--- config.mk ---
export PLATFORM = sky130hd
export DESIGN_NAME = dec_link_unit
export DESIGN_NICKNAME = d
export VERILOG_FILES = /design/src/rtl/dec_link_unit.sv
export SDC_FILE = /design/constraint.sdc
export NUM_CORES = 1
export LEC_CHECK = 0
export BUFFER_PORTS_ARGS = -buffer_cell sky130_fd_sc_hd__buf_2
export CAP_MARGIN = 15
export CORE_MARGIN = 4
export CORE_UTILIZATION = 52
export CTS_BUF_LIST = sky130_fd_sc_hd__clkbuf_16
export CTS_CLUSTER_DIAMETER = 200
export DETAILED_ROUTE_END_ITERATION = 6
export GPL_TIMING_DRIVEN = 0
export HOLD_SLACK_MARGIN = 0.02
export PLACE_DENSITY = 0.78
export SETUP_SLACK_MARGIN = 0.05
export SYNTH_ARGS = -nofsm -noshare
export SYNTH_HDL_FRONTEND = slang
export SYNTH_SLANG_ARGS = --single-unit
--- constraint.sdc ---
create_clock -name clk -period 17.4 [get_ports clk]
set_input_delay 4.35 -clock clk [delete_from_list [all_inputs] [get_ports clk]]
set_output_delay 4.35 -clock clk [all_outputs]
set_load 0.1 [all_outputs]
--- src/rtl/dec_link_unit.sv ---
module dec_link_unit #(
  parameter int DIGITS      = 6,
  parameter int ADDR_DIGITS = 3,
  parameter int NREGS       = 8,
  parameter int STACK_TOP   = 99,
  localparam int WORD_W = 4 * DIGITS,
  localparam int ADDR_W = 4 * ADDR_DIGITS,
  localparam int IDX_W  = $clog2(NREGS),
  localparam int SP_W   = $clog2(STACK_TOP + 2) + 1
) (
  input  logic              clk,
  input  logic              rst_n,
  input  logic              cmd_valid,
  input  logic              cmd_ret,
  input  logic [IDX_W-1:0]  cmd_reg,
  input  logic [ADDR_W-1:0] cmd_target,
  input  logic [ADDR_W-1:0] cur_iar,
  output logic              busy,
  output logic              done,
  output logic              stack_err,
  output logic [SP_W-1:0]   sp_val,
  output logic [IDX_W-1:0]  rf_rd_idx,
  input  logic [WORD_W-1:0] rf_rd_data,
  output logic              rf_we,
  output logic [IDX_W-1:0]  rf_wr_idx,
  output logic [WORD_W-1:0] rf_wr_data,
  output logic              iar_we,
  output logic [ADDR_W-1:0] iar_wdata,
  output logic              mem_we,
  output logic              mem_re,
  output logic [ADDR_W-1:0] mem_addr,
  output logic [WORD_W-1:0] mem_wdata,
  input  logic [WORD_W-1:0] mem_rdata
);

  typedef enum logic [2:0] {
    S_IDLE, S_PUSH, S_LINK, S_POP, S_RESTORE, S_ABORT
  } state_t;

  state_t                  state;
  logic signed [SP_W-1:0]  sp_q;
  logic                    err_q;
  logic [IDX_W-1:0]        r_idx;
  logic [ADDR_W-1:0]       r_tgt;
  logic [ADDR_W-1:0]       r_iar;
  logic [ADDR_W-1:0]       r_ret;

  function automatic logic [ADDR_W-1:0] to_bcd(input int v);
    logic [ADDR_W-1:0] o;
    int t;
    t = v;
    o = '0;
    for (int i = 0; i < ADDR_DIGITS; i++) begin
      o[4*i +: 4] = 4'(t % 10);
      t = t / 10;
    end
    return o;
  endfunction

  wire accept     = cmd_valid && (state == S_IDLE);
  wire stack_full = sp_q[SP_W-1];
  wire stack_empty = (int'(sp_q) == STACK_TOP);

  always_ff @(posedge clk) begin
    if (!rst_n) begin
      state <= S_IDLE;
      sp_q  <= SP_W'(STACK_TOP);
      err_q <= 1'b0;
      r_idx <= '0;
      r_tgt <= '0;
      r_iar <= '0;
      r_ret <= '0;
    end else begin
      case (state)
        S_IDLE: if (accept) begin
          r_idx <= cmd_reg;
          r_tgt <= cmd_target;
          r_iar <= cur_iar;
          if (!cmd_ret) begin
            if (stack_full) begin
              err_q <= 1'b1;
              state <= S_ABORT;
            end else begin
              state <= S_PUSH;
            end
          end else begin
            if (stack_empty) begin
              err_q <= 1'b1;
              state <= S_ABORT;
            end else begin
              state <= S_POP;
            end
          end
        end
        S_PUSH: begin
          sp_q  <= sp_q - SP_W'(1);
          state <= S_LINK;
        end
        S_POP: begin
          sp_q  <= sp_q + SP_W'(1);
          r_ret <= rf_rd_data[ADDR_W-1:0];
          state <= S_RESTORE;
        end
        default: state <= S_IDLE;
      endcase
    end
  end

  assign busy      = (state != S_IDLE);
  assign done      = (state == S_LINK) || (state == S_RESTORE) || (state == S_ABORT);
  assign stack_err = err_q;
  assign sp_val    = sp_q;

  assign rf_rd_idx  = r_idx;
  assign mem_we     = (state == S_PUSH);
  assign mem_re     = (state == S_POP);
  assign mem_addr   = to_bcd(mem_re ? int'(sp_q) + 1 : int'(sp_q));
  assign mem_wdata  = rf_rd_data;

  assign rf_we      = (state == S_LINK) || (state == S_RESTORE);
  assign rf_wr_idx  = r_idx;
  assign rf_wr_data = (state == S_LINK) ? {{(WORD_W-ADDR_W){1'b0}}, r_iar} : mem_rdata;
  assign iar_we     = rf_we;
  assign iar_wdata  = (state == S_LINK) ? r_tgt : r_ret;

  assert_access_range_R10: assert property (@(posedge clk) disable iff (!rst_n)
    (mem_we || mem_re) |-> (!(mem_we && mem_re) && mem_addr[ADDR_W-1:8] == '0));

  assert_push_step_R2: assert property (@(posedge clk) disable iff (!rst_n)
    mem_we |=> (sp_q + SP_W'(1)) == $past(sp_q));

  assert_pop_step_R4: assert property (@(posedge clk) disable iff (!rst_n)
    mem_re |=> sp_q == ($past(sp_q) + SP_W'(1)));

  assert_err_sticky_R8: assert property (@(posedge clk) disable iff (!rst_n)
    stack_err |=> stack_err);

  assert_done_pulse_R9: assert property (@(posedge clk) disable iff (!rst_n)
    done |=> !done);

  assert_overflow_block_R6: assert property (@(posedge clk) disable iff (!rst_n)
    (cmd_valid && !busy && !cmd_ret && sp_val[SP_W-1])
      |=> (stack_err && done && !mem_we && !rf_we && !iar_we));

  assert_underflow_block_R7: assert property (@(posedge clk) disable iff (!rst_n)
    (cmd_valid && !busy && cmd_ret && int'(sp_val) == STACK_TOP)
      |=> (stack_err && done && !mem_re && !rf_we && !iar_we));

endmodule

==> Yosys cells after proc, flatten, opt, wreduce, memory -nomap -nowiden <==
Cells that the tools add are included.
{ "classes": {"addsub": 3, "div": 5, "n_eq_ne": 8, "muxes": 12, "reduce_logical": 9} }
{ "op_table": {"columns": ["operator", "count"], "rows": [
  ["remainder unit 32 x 5 -> 32 bit, second input constant", 3],
  ["divider 32 x 5 -> 32 bit, second input constant", 2],
  ["2-to-1 mux 32 bit", 1],
  ["2-to-1 mux 24 bit", 1],
  ["case mux 8 bit (2 select lines)", 1],
  ["2-to-1 mux 12 bit", 1],
  ["2-to-1 mux 3 bit", 4],
  ["adder 8 x 2 -> 9 bit, second input constant", 1],
  ["case mux 3 bit (3 select lines)", 1],
  ["adder 8 x 2 -> 8 bit, second input constant", 1],
  ["== test 8 bit, second input constant", 1],
  ["subtractor 8 x 2 -> 8 bit, second input constant", 1],
  ["== test 3 x 2 -> 1 bit, second input constant", 2],
  ["== test 3 bit, second input constant", 2],
  ["AND reduction 4 bit", 1],
  ["nonzero test 2 bit", 2],
  ["== test 3 x 1 -> 1 bit, second input constant", 1],
  ["zero test 3 bit", 1],
  ["2-to-1 mux 1 bit", 3],
  ["nonzero test 3 bit", 1],
  ["logical OR 1 bit", 2],
  ["inequality test 2 x 1 -> 1 bit, second input constant", 1],
  ["inequality test 2 bit, second input constant", 1],
  ["AND reduction 2 bit", 1],
  ["logical AND 1 bit", 1]
]} }
{ "totals": {"reg_bits": 51, "input_bits": 79, "out_inout_bits": 93} }

==> Logic depth before layout (Yosys ltp) <==
{ "logic_depth": {"word_depth": 5, "mapped_depth": 55} }

==> Least setup slack after synthesis <==
OpenSTA, ideal clock, no wires.
{ "synth_timing": {"path_type": "reg-to-output", "from": "reg sp_q[1], in the netlist sp_val[1]", "to": "out mem_addr[10]", "t_arrival_ps": 14794, "t_required_ps": 13050, "setup_slack_ps": -1744, "path_stages_with_launch": 50, "path_buffers": 2, "cell_sequence": "dfxtp_1 > ha_1 > mux2i_1 > ha_1 > nand3b_1 > or4_1 > o211ai_2 > a21oi_1 > o31a_2 > buf_4 > a31oi_1 > o221ai_1 > inv_1 > ha_1 > and3_1 > nor3_2 > maj3_1 > nor2_1 > [... 14 more ...] > nor3b_1 > a211oi_2 > maj3_1 > o2bb2ai_2 > inv_1 > ha_1 > a21oi_1 > ha_1 > nand2b_1 > mux2_2 > a32oi_1 > mux2i_1 > nand2_1 > xnor2_1 > ha_1 > or3_1 > o211a_1 > nor4_1"} }
{ "synth_via": {"elab_chain_cells": 5} }
{ "synth_rtl": {"columns": ["item", "line_no", "rtl"], "rows": [
  ["start, declared", "41", "logic signed [SP_W-1:0] sp_q;"],
  ["start signal, assigned", "67", "sp_q <= SP_W'(STACK_TOP);"],
  ["start signal, assigned", "96", "sp_q <= sp_q - SP_W'(1);"],
  ["start signal, assigned", "100", "sp_q <= sp_q + SP_W'(1);"],
  ["adder 8 x 2 -> 9 bit", "117", "assign mem_addr = to_bcd(mem_re ? int'(sp_q) + 1 : int'(sp_q));"],
  ["2-to-1 mux 32 bit *", "117", null],
  ["divider 32 x 5 -> 32 bit * (2 in series)", "55", "t = t / 10;"],
  ["remainder unit 32 x 5 -> 32 bit *", "54", "o[4*i +: 4] = 4'(t % 10);"],
  ["end, declared", "31", "output logic [ADDR_W-1:0] mem_addr,"]
]} }
Every way passes the cells marked *; elsewhere a longest branch is shown, timed or not.

==> Final worst setup path <==
{ "layout_timing": {"from": "reg state[0]", "to": "out mem_addr[10]"} }
{ "layout_via": {"elab_chain_cells": 5} }
{ "layout_rtl": {"columns": ["item", "line_no", "rtl"], "rows": [
  ["start, declared", "40", "state_t state;"],
  ["start signal, assigned", "66", "state <= S_IDLE;"],
  ["start signal, assigned", "82", "state <= S_ABORT;"],
  ["start signal, assigned", "84", "state <= S_PUSH;"],
  ["== test 3 x 2 -> 1 bit", "116", "assign mem_re = (state == S_POP);"],
  ["2-to-1 mux 32 bit", "117", null],
  ["divider 32 x 5 -> 32 bit (2 in series)", "55", null],
  ["remainder unit 32 x 5 -> 32 bit", "54", null]
]} }
No other way between the ends.

==> key figures <==
Floorplanning
  – Die X: 108 um
  – Chip Height: 108 um
  – Core outline area: 0.00982 mm^2
  – Die area: 0.0118 mm^2
  – Initial core utilization: 0.534
  – # IOs: 172
  – Cell row count: 36

Yosys
  – Syn Std Cell Area: 0.00524 mm^2
  – Syn Area/Cell: 7.69 um^2
  – Synth top area share: 0.195
  – Post-Syn Instances: 682
  – Yosys cell types: 92
  – Synth Register Bits: 51
  – Seq/Total Area, Yosys: 0.195
  – Top FF cell, synth: dfxtp_1
  – Synth area leader: dfxtp_1
  – Number of flops mapped to enable cells by yosys: 0
  – Syn_nets: 782
  – Synth Warn #: 0
  – Top cells by count, synth: 116 x nand2_1, 51 x dfxtp_1, 43 x a21boi_0, 43 x nor2_1, 35 x buf_4
  – Post-synth ARST share: 0
  – Area contributors post-synth: dfxtp_1 19%, nand2_1 8.3%, a21boi_0 6.2%
  – Count leader, synth: nand2_1

Placed design
  – Placer congestion estimate: 0.992
  – Placed cell area: 0.00624 mm^2
  – Hpwl dp: 12.6 mm
  – Port bufs: 159
  – Placed insts: 975

Layout
  – Area Overhead vs Synth: 22.4%
  – Final design utilization: 0.654
  – Design Area, Final: 0.00642 mm^2
  – Nets@finish: 950
  – ANT cells: 0
  – Fin cells: 984
  – Layout cells sized above 1: 0.334

STA
  – Worst Max-Slew Pin Slew: 725 ps
  – Hold slack: 462 ps
  – Final worst-path cycle share: 0.942
  – Slew Limit Fails: 0
  – Rel. slew slack: 0.517
  – RSZ-0062 raised after global routing: no
  – Setup-failing EPs final: 0
  – Clk_skew: 9.36 ps
  – F_max: 61.0 MHz
  – Final min period: 16390 ps
  – Final hold violation count: 0

Power and ir drop
  – Clock network power share: 0.112
  – P_sw: 542 uW
  – Logic pwr share: 0.738
  – Max VDD drop: 0.215 mV
  – Pwr Density: 138 mW/mm^2
  – Pwr Total: 887 uW
  – Internal: 345 uW
  – LEAKAGE: 0.00286 uW
  – Sw frac: 0.611
  – Flop pwr share: 0.149

GRT
  – Tot GR Track Use: 0.266
  – Vias in the first global route: 5722
  – Largest net degree at the start of global routing: 17
  – First-pass GRT wire length: 26.1 mm
  – Initial antenna violation count: 0
  – Total grt overflow: 0

CTS
  – H-tree Lvls: 2
  – Clock Tree Root: clkbuf_16
  – CTS buffer count: 5
  – CTS Buffer Depth: 2
  – Clk slew on worst S/H paths: 70 ps
  – CTS tree: done
  – Clock sinks: 51
  – Clock Latency Late Sink: 290 ps

Job
  – Max_cap viols: 0

Hold path
  – Worst min-delay path category: reg -> reg

Detailed routing
  – Drt drc: 0
  – Drt wl/cell: 16.2 um
  – Final WL: 15.9 mm
  – Iter 0 DRT Violations: 487
  – Vias: 5736
  – Detail Route Antenna Nets: 0
  – Drt pass-1 iters: 5
  – Vias per cell: 5.83

Critical path
  – WP data arrival: 12040 ps
  – Worst Setup Start Kind: register
  – Max incr delay on CP: 440 ps
  – Buffers & Inverters on Critical Path: 10
  – Setup CP Type: reg -> out
  – Worst setup EP type: primary output
  – Most frequent CP cell: ha_1
  – Max FO, Critical Path: 15
  – CP delay by family, top: compound AO/OA/AOI/OAI gates
  – Slowest CP cell: or4_1
  – WP data required: 13050 ps

Status
  – Status: completed
## path summary, 6_finish.rpt
check             startpoint            to  slack (ps)  cells past startpoint
hold reg to reg    r_tgt[10]     r_tgt[10]         460                      2
setup / recovery    state[0]  mem_addr[10]        1010                     52
hold / removal     r_tgt[10]     r_tgt[10]         460                      2
setup reg to reg    state[0]     sp_val[7]       13980                     15
## cells by family (layout without fill, tap and decap cells)
| kind of cell | count (synthesis) | count (layout) | share of synthesized area |
|---|---|---|---|
| adders and majority gates | 23 | 23 | 0.0554 |
| and+or+nand+nor | 278 | 278 | 0.269 |
| muxes | 35 | 35 | 0.0742 |
| AOI/OAI and AO/OA | 174 | 174 | 0.255 |
| DFF | 51 | 51 | 0.195 |
| xor gates and xnor gates | 35 | 35 | 0.0585 |
| buffers and inverters | 86 | 255 | 0.0933 |
## per-layer routing
layer / routed length, um / track usage
met3: 1180 / 0.0484
met5: 0 / 0
met4: 327 / 0.0757
met1: 6500 / 0.315
met2: 7930 / 0.487
## flip-flops by register name, summed over array words and instances, names as in the netlist
signal     cells
state          3
rf_rd_idx      3
r_ret         12
r_tgt         12
r_iar         12
stack_err      1
sp_val         8
## power by group through the flow
| stage | clock network, uW | logic, uW | registers (uW) |
|---|---|---|---|
| 6_report | 99.8 | 655 | 132 |
| 5_1_grt | 105 | 699 | 133 |
| 3_3_place_gp | 0 | 626 | 134 |
| 4_1_cts | 101 | 645 | 132 |
| 2_1_floorplan | 0 | 522 | 151 |
| 3_5_place_dp | 0 | 642 | 135 |
## tightest hold or removal path, delay by kind of cell (launching register included)
| family | cells | cell delay [ps] |
|---|---|---|
| AO/OA/AOI/OAI | 1 | 60 |
| flip-flops | 1 | 310 |
| AND/OR/NAND/NOR | 1 | 40 |
## layout by cell type, fill, tap and decap left out, types with 5 or more instances in the layout
cell and n:
buf_2 167, nand2_1 116, dfxtp_1 51, nor2_1 43, a21boi_0 43, buf_4 36, mux2_2 26, xnor2_1 23
clkbuf_1 20, o21ai_0 20, ha_1 20, a21oi_1 18, nand3_1 17, nor2b_1 16, inv_1 15, xor2_1 11
and3_1 10, nand4_1 9, a31oi_1 9, nor3_1 9, and2_1 9, nand2b_1 8, mux2i_1 7, or3_1 7
a21o_1 7, o211ai_1 7, a211oi_2 5, clkbuf_16 5
## repair_timing
action,CTS,global route
setup buffers,0,1
gates resized for setup,0,4
hold buffers,0,0
setup endpoints to repair,0,2
## area by class of cell
type / instances / area, um^2
Multi-Input combinational cell: 545 / 3790
Fill cell: 899 / 3400
Sequential cell: 51 / 1020
Timing Repair Buffer: 161 / 811
Buffer: 68 / 419
Tap cell: 133 / 166
Clock buffer: 5 / 125
Inverter: 18 / 70.1
Clock inverter: 3 / 18.8
## through the flow
step	TNS [ps]	setup slack, ps
after global routing	0	67.2
after global placement	0	1410
after floorplan	-15.0	-15.0
final	0	1010
after CTS	0	606
after detailed placement	0	933
Note: power is estimated with default switching activity, not from simulation.
